<file path="config.mk">
export PLATFORM = sky130hd
export DESIGN_NAME = seg_scan_mux
export DESIGN_NICKNAME = d
export VERILOG_FILES = /design/src/rtl/seg_scan_mux.sv
export SDC_FILE = /design/constraint.sdc
export NUM_CORES = 1
export LEC_CHECK = 0
export BUFFER_PORTS_ARGS = -buffer_cell sky130_fd_sc_hd__buf_2
export CORE_ASPECT_RATIO = 0.7
export CORE_MARGIN = 10
export CORE_UTILIZATION = 45
export CTS_CLUSTER_DIAMETER = 40
export DETAILED_ROUTE_END_ITERATION = 10
export GPL_TIMING_DRIVEN = 0
export PLACE_DENSITY = 0.66
export SYNTH_ARGS = -nofsm -noshare
export SYNTH_HDL_FRONTEND = slang
export SYNTH_SLANG_ARGS = --single-unit
</file>
<file path="constraint.sdc">
create_clock -name clk -period 2.15 [get_ports clk]
set_input_delay 0.43 -clock clk [delete_from_list [all_inputs] [get_ports clk]]
set_output_delay 0.43 -clock clk [all_outputs]
set_load 0.005 [all_outputs]
</file>
<file path="src/rtl/seg_scan_mux.sv">
module seg_scan_mux #(
  parameter int DIGITS = 8,
  parameter int SEG_W  = 8,
  parameter int CNT_W  = 16,
  localparam int AW    = $clog2(DIGITS)
) (
  input  logic              clk,
  input  logic              rst_n,
  input  logic [CNT_W-1:0]  dwell,
  input  logic              wr_en,
  input  logic [AW-1:0]     wr_addr,
  input  logic [SEG_W-1:0]  wr_data,
  output logic [SEG_W-1:0]  seg_out,
  output logic [DIGITS-1:0] dig_sel_n
);

  logic [SEG_W-1:0]  pat [DIGITS];
  logic [AW-1:0]     cur, nidx;
  logic [CNT_W-1:0]  cnt, len;
  logic              active, step;
  logic [DIGITS-1:0] top_bit;

  assign top_bit = {1'b1, {(DIGITS-1){1'b0}}};
  assign len  = (dwell == '0) ? CNT_W'(1) : dwell;
  assign step = !active || cnt == CNT_W'(1);
  assign nidx = (!active || cur == AW'(DIGITS-1)) ? '0 : AW'(cur + 1'b1);

  always_ff @(posedge clk)
    if (wr_en) pat[wr_addr] <= wr_data;

  always_ff @(posedge clk or negedge rst_n) begin
    if (!rst_n) begin
      active    <= 1'b0;
      cur       <= '0;
      cnt       <= '0;
      seg_out   <= '0;
      dig_sel_n <= '1;
    end else if (step) begin
      active    <= 1'b1;
      cur       <= nidx;
      cnt       <= len;
      seg_out   <= pat[nidx];
      dig_sel_n <= ~(top_bit >> nidx);
    end else begin
      cnt <= cnt - 1'b1;
    end
  end


  one_digit_chk: assert property (@(posedge clk) disable iff (!rst_n)
    active |-> $countones(~dig_sel_n) == 1);


  rotate_chk: assert property (@(posedge clk) disable iff (!rst_n)
    ($past(active) && dig_sel_n != $past(dig_sel_n)) |->
      dig_sel_n == {$past(dig_sel_n[0]), $past(dig_sel_n[DIGITS-1:1])});


  seg_hold_chk: assert property (@(posedge clk) disable iff (!rst_n)
    ($past(active) && $stable(dig_sel_n)) |-> $stable(seg_out));


  dwell_nz_chk: assert property (@(posedge clk) disable iff (!rst_n)
    active |-> cnt != '0);


  first_slot_chk: assert property (@(posedge clk) disable iff (!rst_n)
    $rose(active) |-> dig_sel_n == ~top_bit);

endmodule

</file>
# Yosys cells after proc, flatten, opt, wreduce, memory -nomap -nowiden
# Memories as Yosys holds them, arrays and structs flattened. A register that Yosys moved wholly into a read port is not among the register bits.
# Cells that the tools add are included.
[op_classes] n_reduce_logical=5 eq_ne=2 shifts=1 n_mux=5 n_addsub=2 n_bitwise=1
[ops] operator="$mux W16" n=2
[ops] operator="$eq A16 B1 Y1 const B" n=1
[ops] operator="$logic_not A16 Y1" n=1
[ops] operator="$sub A16 B1 Y16 const B" n=1
[ops] operator="$not A8 Y8" n=1
[ops] operator="$shr A8 B3 Y8 const A" n=1
[ops] operator="$add A3 B1 Y3 const B" n=1
[ops] operator="$eq A3 B3 Y1 const B" n=1
[ops] operator="$mux W3" n=1
[ops] operator="$logic_not A1 Y1" n=2
[ops] operator="$logic_or A1 B1 Y1" n=2
[ops] operator="$mux W1" n=2
[totals] mem_count=1 reg_bits=28 ram_bits=64 input_bits=30 output_inout_bits=16 wordCells=21
[memory_table] name="pat" words=8 width=8 rd=1 rd_clocked_by_memory_dff=1 wr=1 line_no="17" source="logic [SEG_W-1:0] pat [DIGITS];"

# Depth between registers and ports, before layout
# Gate-level depths: netlist of run 1.
[depth] depth_word=5 mapped_depth=8 depth_no_buf=6

# Worst setup path before layout of run 1
# Ideal clock, no wire load.
[synth_timing] path_type="register to register" startpoint="register cur[0]" endpoint="register seg_out[2], read port of pat" setup_slack_ns=0.054 arrival_ns=2.000 n_path_buf=1 setup_ns=0.096 stages_incl_launch_ff=8 period_less_slack_ns=2.096 required_time_ns=2.054 path_cell_list="dfrtp_1 ha_1 ha_1 or3b_1 clkbuf_1 nor2_1 a221oi_1 o31ai_1"
[synth_via] elab_chain_cells=3 word_cells_on_any_way=4 classes_between="add/sub: 1; eq/ne: 1; mux: 1; reduce/logical: 1"
[synth_rtl] element="start: declaration" line_no="18" source="logic [AW-1:0] cur, nidx;"
[synth_rtl] element="start signal: assignment" line_no="40" source="cur <= nidx;"
[synth_rtl] element="branches (longest 2 deep; another with $add A3 B1 Y3)"
[synth_rtl] element="$mux W3 *" line_no="26" source="assign nidx = (!active || cur == AW'(DIGITS-1)) ? '0 : AW'(cur + 1'b1);"
[synth_rtl] element="end: declaration" line_no="13" source="output logic [SEG_W-1:0] seg_out,"
# Mark *: on every way between the ends.
# A chain may end at the register's enable or synchronous reset.

# Worst setup path after layout of run 1
[layout_timing] startpoint="register cur[0]" endpoint="register seg_out[5], read port of pat"
# Same word-level chain as after synthesis.

==> summary.txt, run 1 <==
Status
  • Status: finished clean

CTS
  • H-Tree Depth: 3
  • Clock Latency Late Sink: 0.35 ns
  • Maximum root-to-sink buffer count: 2
  • CTS Buf Count: 9
  • Worst-path clk slew: 0.07 ns
  • Clock Sinks: 100
  • TritonCTS clock tree: yes
  • Clock root cell: clkbuf_16
  • Hold-fix buffers at CTS: 0

Synthesis
  • Syn. warnings: 0
  • Top post-synthesis cells by area: edfxtp_1 45%, dfrtp_1 16%, dfstp_2 4.9%, nand2_1 2.5%, nor2_1 2.5%
  • Post-Syn Area: 4250 um^2
  • Synth top area share: 0.452
  • Post-Synthesis Cells: 321
  • Most used DFF post-synth: edfxtp_1
  • Netlist cell types: 52
  • Post-synth EDFFs: 64
  • Post-synthesis net count: 355
  • Avg Inst Size Synth: 13.2 um^2
  • Seq/Total Area, Yosys: 0.666
  • Yosys reg bits: 100
  • Synth area leader: edfxtp_1
  • Post-synth ARST share: 0.360

Timing
  • RSZ-0062 raised after global routing: no
  • Period Utilization, post-route: 0.966
  • Post-route minimum period: 2.08 ns
  • Setup-failing EPs final: 0
  • Max-Slew Margin vs Limit: 0.323
  • Hold Vio Cnt, Final: 0
  • Clock Skew: 0.00657 ns
  • Setup tns final: 0 ns
  • FMAX: 482 MHz
  • Worst Max-Slew Pin Slew: 1.01 ns
  • Max Transition Viols Final: 0

Critical path
  • Critical path type: flip-flop to flip-flop
  • Worst Setup EP: seg_out[5]$_DFFE_PN0N_
  • Worst setup SP type: flip-flop
  • Worst flop-to-flop path startpoint: cur[0]$_DFFE_PN0N_
  • Max FO, Critical Path: 10
  • Arrival @ worst endpoint: 2.31 ns
  • Worst EP required: 2.38 ns
  • Reg-to-reg setup timing slack: 0.07 ns
  • RR Endpoint: seg_out[5]$_DFFE_PN0N_
  • Critical Path Start: cur[0]$_DFFE_PN0N_
  • CP Capture Type: flip-flop
  • Reg2reg path depth: 6

Routing
  • DR vias: 2943
  • WL per Instance: 20.7 um
  • First drt pass iteration count: 6
  • ANT nets after route: 0
  • Vias per cell: 5.75
  • DRT iter0 DRCs: 252
  • Wirelength, routed: 10600 um
  • Remaining DRCs: 0

Finish
  • Fillcell total: 787
  • Syn-to-layout area delta: 19.4%
  • Fin nets: 417
  • Share of cells above drive strength 1: 0.286
  • Antenna cells: 0
  • Final core occ: 0.555

Global route
  • GRT Overall Usage: 0.160
  • Grt ovf: 0
  • First-pass GRT wire length: 16500 um
  • Initial antenna violation count: 0
  • Vias in the first global route: 2968
  • Largest net degree at the start of global routing: 37

Power
  • Max IR drop VDD: 527 uV
  • Power Total: 4.06 mW
  • Leakage: 1.83 nW
  • Pwr/cell area: 799 nW/um^2

Floorplan
  • Die W: 136 um
  • Core area: 9140 um^2
  • Die height: 101 um
  • Io pins: 46
  • Site Rows: 29
  • Starting density of the core: 0.465
  • Die area: 13800 um^2

Hold path
  • Worst min-delay path class: primary input to asynchronous set/reset pin

Placement
  • I/O Buffers: 45
  • GPL Wtd Cong: 0.810
  • Dpl hpwl: 7220 um

Run
  • Max cap viols: 0
==> cell usage in the layout, fill, tap and decap left out, types with 2 or more instances in the layout <==
cell type  count
a211oi_1       6
edfxtp_1      64
nand2b_1       6
or4_4          2
o21ai_1       11
o2bb2ai_1      5
buf_4         10
mux2i_1        6
ha_1           3
xor2_1         5
nand4bb_1      2
inv_1          9
nor4_4         3
clkbuf_1       2
dfrtp_2        4
clkbuf_16      9
a221o_1        5
nand2_1       27
nor4_1         4
o41ai_1        2
or4_1          3
xnor2_1        5
inv_6          2
clkbuf_2       3
dfrtp_1       24
nor3_2         2
o2111ai_1      5
nand3_1        7
buf_2         49
o31ai_1       10
inv_4          3
nor2_1        27
a221oi_1       7
a31oi_1        8
a21oi_1        8
dfstp_2        8
==> flip-flops by register name, indices dropped and copies added, names as in the netlist <==
signal,count
dig_sel_n,8
pat,64
cur,3
seg_out,8
active,1
cnt,16
==> worst max-delay path: stages, from the launching register on <==
cell and delay, ns:
dfrtp_2 0.47, ha_1 0.31, clkbuf_4 0.23, nor2_1 0.12
a221o_1 0.38, a222oi_1 0.32, o31ai_1 0.12
==> metrics by stage <==
| step | setup WS (ns) | instance area, um^2 | hold WS [ns] | std cells |
|---|---|---|---|---|
| finish | 0.0739 | 5080 | 0.185 | 512 |
| global route | 0.00225 | 5080 | 0.236 | 512 |
| CTS | 0.0100 | 5010 | 0.215 | 508 |
| detailed placement | -0.632 | 4630 | 0.467 | 490 |
| global placement | -0.586 | 4630 | 0.460 | 490 |
| floorplan | 0.0539 | 4250 | 0.134 | 321 |
==> worst min path at each step <==
stage,cells after the start,start,slack [ns],to
after floorplan,0,rst_n,0.13,active$_DFFE_PN0N_
after global placement,2,seg_out[7]$_DFFE_PN0N_,0.46,seg_out[7]$_DFFE_PN0N_
after detailed placement,2,seg_out[6]$_DFFE_PN0N_,0.47,seg_out[6]$_DFFE_PN0N_
after CTS,1,rst_n,0.22,cnt[3]$_DFF_PN0_
after global routing,1,rst_n,0.24,cnt[3]$_DFF_PN0_
final,1,rst_n,0.18,cnt[6]$_DFF_PN0_
==> logic make-up after synthesis <==
logic type / synth area share
and+or+nand+nor: 0.132
DFF: 0.666
AOI/OAI and AO/OA: 0.127
buffers and inverters: 0.0212
xor gates and xnor gates: 0.0206
muxes: 0.0194
adders and majority gates: 0.0118
other: 0.000882
==> cell type report <==
type	count	area, um^2	share of cell area
Clock buffer	10	229	0.0451
Multi-Input combinational cell	198	1420	0.280
Buffer	10	57.6	0.0113
Clock inverter	6	43.8	0.00863
Inverter	9	33.8	0.00666
Timing Repair Buffer	55	300	0.0592
Tap cell	124	155	0.0306
Sequential cell	100	2840	0.559
==> where the power goes <==
part | leakage [nW] | internal, mW | switching, mW
Combinational | 0.694 | 0.124 | 0.186
Sequential | 1.00 | 2.15 | 0.0776
Clock | 0.135 | 0.795 | 0.725
==> per-layer routing <==
| layer | global-route usage | vias up | part of all wire |
|---|---|---|---|
| met5 | 0 | - | 0 |
| met1 | 0.218 | 1471 | 0.47 |
| met3 | 0.0524 | 16 | 0.070 |
| li1 | - | 1363 | - |
| met2 | 0.231 | 93 | 0.44 |
| met4 | 0.0645 | 0 | 0.018 |
==> timing repair <==
| item | 4_1_cts | 5_1_grt |
|---|---|---|
| hold endpoints to repair | 0 | 0 |
| endpoints found under the setup margin | 22 | 17 |
| resized for setup | 21 | 11 |
| buffers inserted | 6 | 4 |
| pin swaps | 2 | 4 |
==> cells in the mapped netlist, types with 4 or more instances <==
master and number:
nand3_1 7, mux2i_1 6, nand2_1 28, a221o_1 5, nor2_1 28, nand2b_1 7
a31oi_1 8, dfstp_2 8, a21oi_1 8, ha_1 4, edfxtp_1 64, o21ai_1 11
xor2_1 5, xnor2_1 5, o31ai_1 10, o2bb2ai_1 5, a211oi_1 7, a221oi_1 7
o2111ai_1 5, clkbuf_1 11, dfrtp_1 28, nor4_1 5, inv_1 9
No activity file was read; power rests on OpenSTA's default activity.
==> run 2: changes to the inputs <==
GPL_TIMING_DRIVEN = 1   (was 0)
==> summary.txt, run 2 (synthesis results as in run 1) <==
Finish
  • Max FFs per register: 64
  • Post-layout instance area: 5120 um^2
  • Fillcell total: 793
  • Most frequent cells in the layout: 64 x edfxtp_1, 45 x buf_2
  • Biggest regs: pat x64, cnt x16
  • Share of cells above drive strength 1: 0.270
  • Syn-to-layout area delta: 20.4%
  • Commonest non-fill, non-tap cell in the layout: edfxtp_1
  • Final core occ: 0.560
  • Fin nets: 426
  • Most flop-heavy register: pat
  • Antenna cells: 0

Routing
  • Remaining DRCs: 0
  • Wirelength, routed: 10100 um
  • First drt pass iteration count: 4
  • Vias per cell: 5.52
  • DRT iter0 DRCs: 236
  • ANT nets after route: 0
  • WL per Instance: 19.3 um
  • DR vias: 2877

Floorplan
  • Die height: 101 um
  • Die area: 13800 um^2
  • Site Rows: 29
  • Starting density of the core: 0.465
  • Die W: 136 um
  • Core area: 9140 um^2
  • Io pins: 46

Critical path
  • CP max stage cell: or4_4
  • Crit path cell chain: or4_4 > nor4_4 > or4b_1 > a31oi_1
  • Reg2reg path depth: 4
  • Max FO, Critical Path: 5
  • Worst flop-to-flop path startpoint: cnt[6]$_DFF_PN0_
  • Reg-to-reg setup timing slack: 0.14 ns
  • CP Capture Type: flip-flop
  • Worst EP required: 2.42 ns
  • Arrival @ worst endpoint: 2.27 ns
  • Critical path type: flip-flop to flip-flop
  • Worst setup SP type: flip-flop
  • Delay of the slowest cell on the worst path: 0.58 ns
  • RR Endpoint: cnt[13]$_DFF_PN0_

CTS
  • TritonCTS clock tree: yes
  • Setup Fix Bufs, Post-CTS: 0
  • Clock root cell: clkbuf_16
  • CTS Buf Count: 9
  • Maximum root-to-sink buffer count: 2
  • H-Tree Depth: 3
  • Clock Latency Late Sink: 0.35 ns
  • Clock Sinks: 100
  • Worst-path clk slew: 0.06 ns

Global route
  • Largest net degree at the start of global routing: 35
  • GRT Overall Usage: 0.152
  • Vias in the first global route: 2913
  • Grt ovf: 0
  • First-pass GRT wire length: 15700 um
  • Initial antenna violation count: 0

Run
  • Max cap viols: 0

Placement
  • GPL Wtd Cong: 0.842
  • Setup slack at placement: 0.158 ns
  • I/O Buffers: 45
  • Placement Cell Area: 4810 um^2
  • Dpl hpwl: 7230 um

Status
  • Status: finished clean

Timing
  • FMAX: 498 MHz
  • Worst Max-Slew Pin Slew: 0.732 ns
  • RSZ-0062 raised after global routing: no
  • Hold Vio Cnt, Final: 0
  • Post-route minimum period: 2.01 ns
  • Setup-failing EPs final: 0
  • Max-Slew Margin vs Limit: 0.512
  • Clock Skew: 0.00717 ns
  • Setup tns final: 0 ns
  • Max Transition Viols Final: 0
  • Period Utilization, post-route: 0.934
  • Setup WS post-layout: 0.142 ns

Hold path
  • Worst min-delay path class: primary input to asynchronous set/reset pin

Power
  • Pwr/cell area: 809 nW/um^2
  • Leakage: 1.90 nW
  • Max IR drop VDD: 403 uV
==> run 2: area by class of cell <==
| class | instances | area [um^2] | area share |
|---|---|---|---|
| multi-input combinational | 198 | 1330 | 0.260 |
| inverter | 9 | 33.8 | 0.00660 |
| clock buffer | 14 | 295 | 0.0577 |
| tap | 124 | 155 | 0.0303 |
| sequential | 100 | 2830 | 0.553 |
| timing repair buffer | 74 | 455 | 0.0890 |
| clock inverter | 2 | 13.8 | 0.00269 |
==> run 2: stage by stage <==
step,hold WS (ns),power (mW),instances
finish,0.142,4.14,521
global route,0.184,4.31,521
CTS,0.168,4.18,521
detailed placement,0.471,2.57,505
global placement,0.465,2.56,505
floorplan,0.134,2.40,321
==> run 2: worst max path at each step <==
stage	slack, ns	to	start
final	0.14	cnt[13]$_DFF_PN0_	cnt[6]$_DFF_PN0_
after detailed placement	0.16	seg_out[6]$_DFFE_PN0N_	cur[0]$_DFFE_PN0N_
after floorplan	0.05	seg_out[2]$_DFFE_PN0N_	cur[0]$_DFFE_PN0N_
after CTS	0.10	seg_out[6]$_DFFE_PN0N_	cur[0]$_DFFE_PN0N_
after global placement	0.20	seg_out[6]$_DFFE_PN0N_	cur[0]$_DFFE_PN0N_
after global routing	0.03	seg_out[4]$_DFFE_PN0N_	cnt[1]$_DFF_PN0_
==> run 2: report_power, final <==
group / internal (mW) / leakage [nW] / switching (mW)
Combinational: 0.133 / 0.740 / 0.181
Sequential: 2.15 / 1.01 / 0.0696
Clock: 0.950 / 0.154 / 0.663
Total: 3.23 / 1.90 / 0.914
==> run 2: critical path, delay by kind of cell, from the launching register on <==
kind	cells	cell delay, ns
simple gates	3	1.33
flops	1	0.44
compound gates	1	0.16
==> run 2: timing repair <==
action	4_1_cts	5_1_grt
endpoints found under the setup margin	0	2
hold buffers	0	0
endpoints found under the hold margin	0	0
resized for setup	0	2
==> run 2: routing by layer <==
metal / track usage / wire length (um) / up-vias
li1: - / - / 1381
met1: 0.207 / 4870 / 1398
met2: 0.222 / 4400 / 91
met3: 0.0549 / 727 / 7
met4: 0.0465 / 63 / 0
met5: 0 / 0 / -
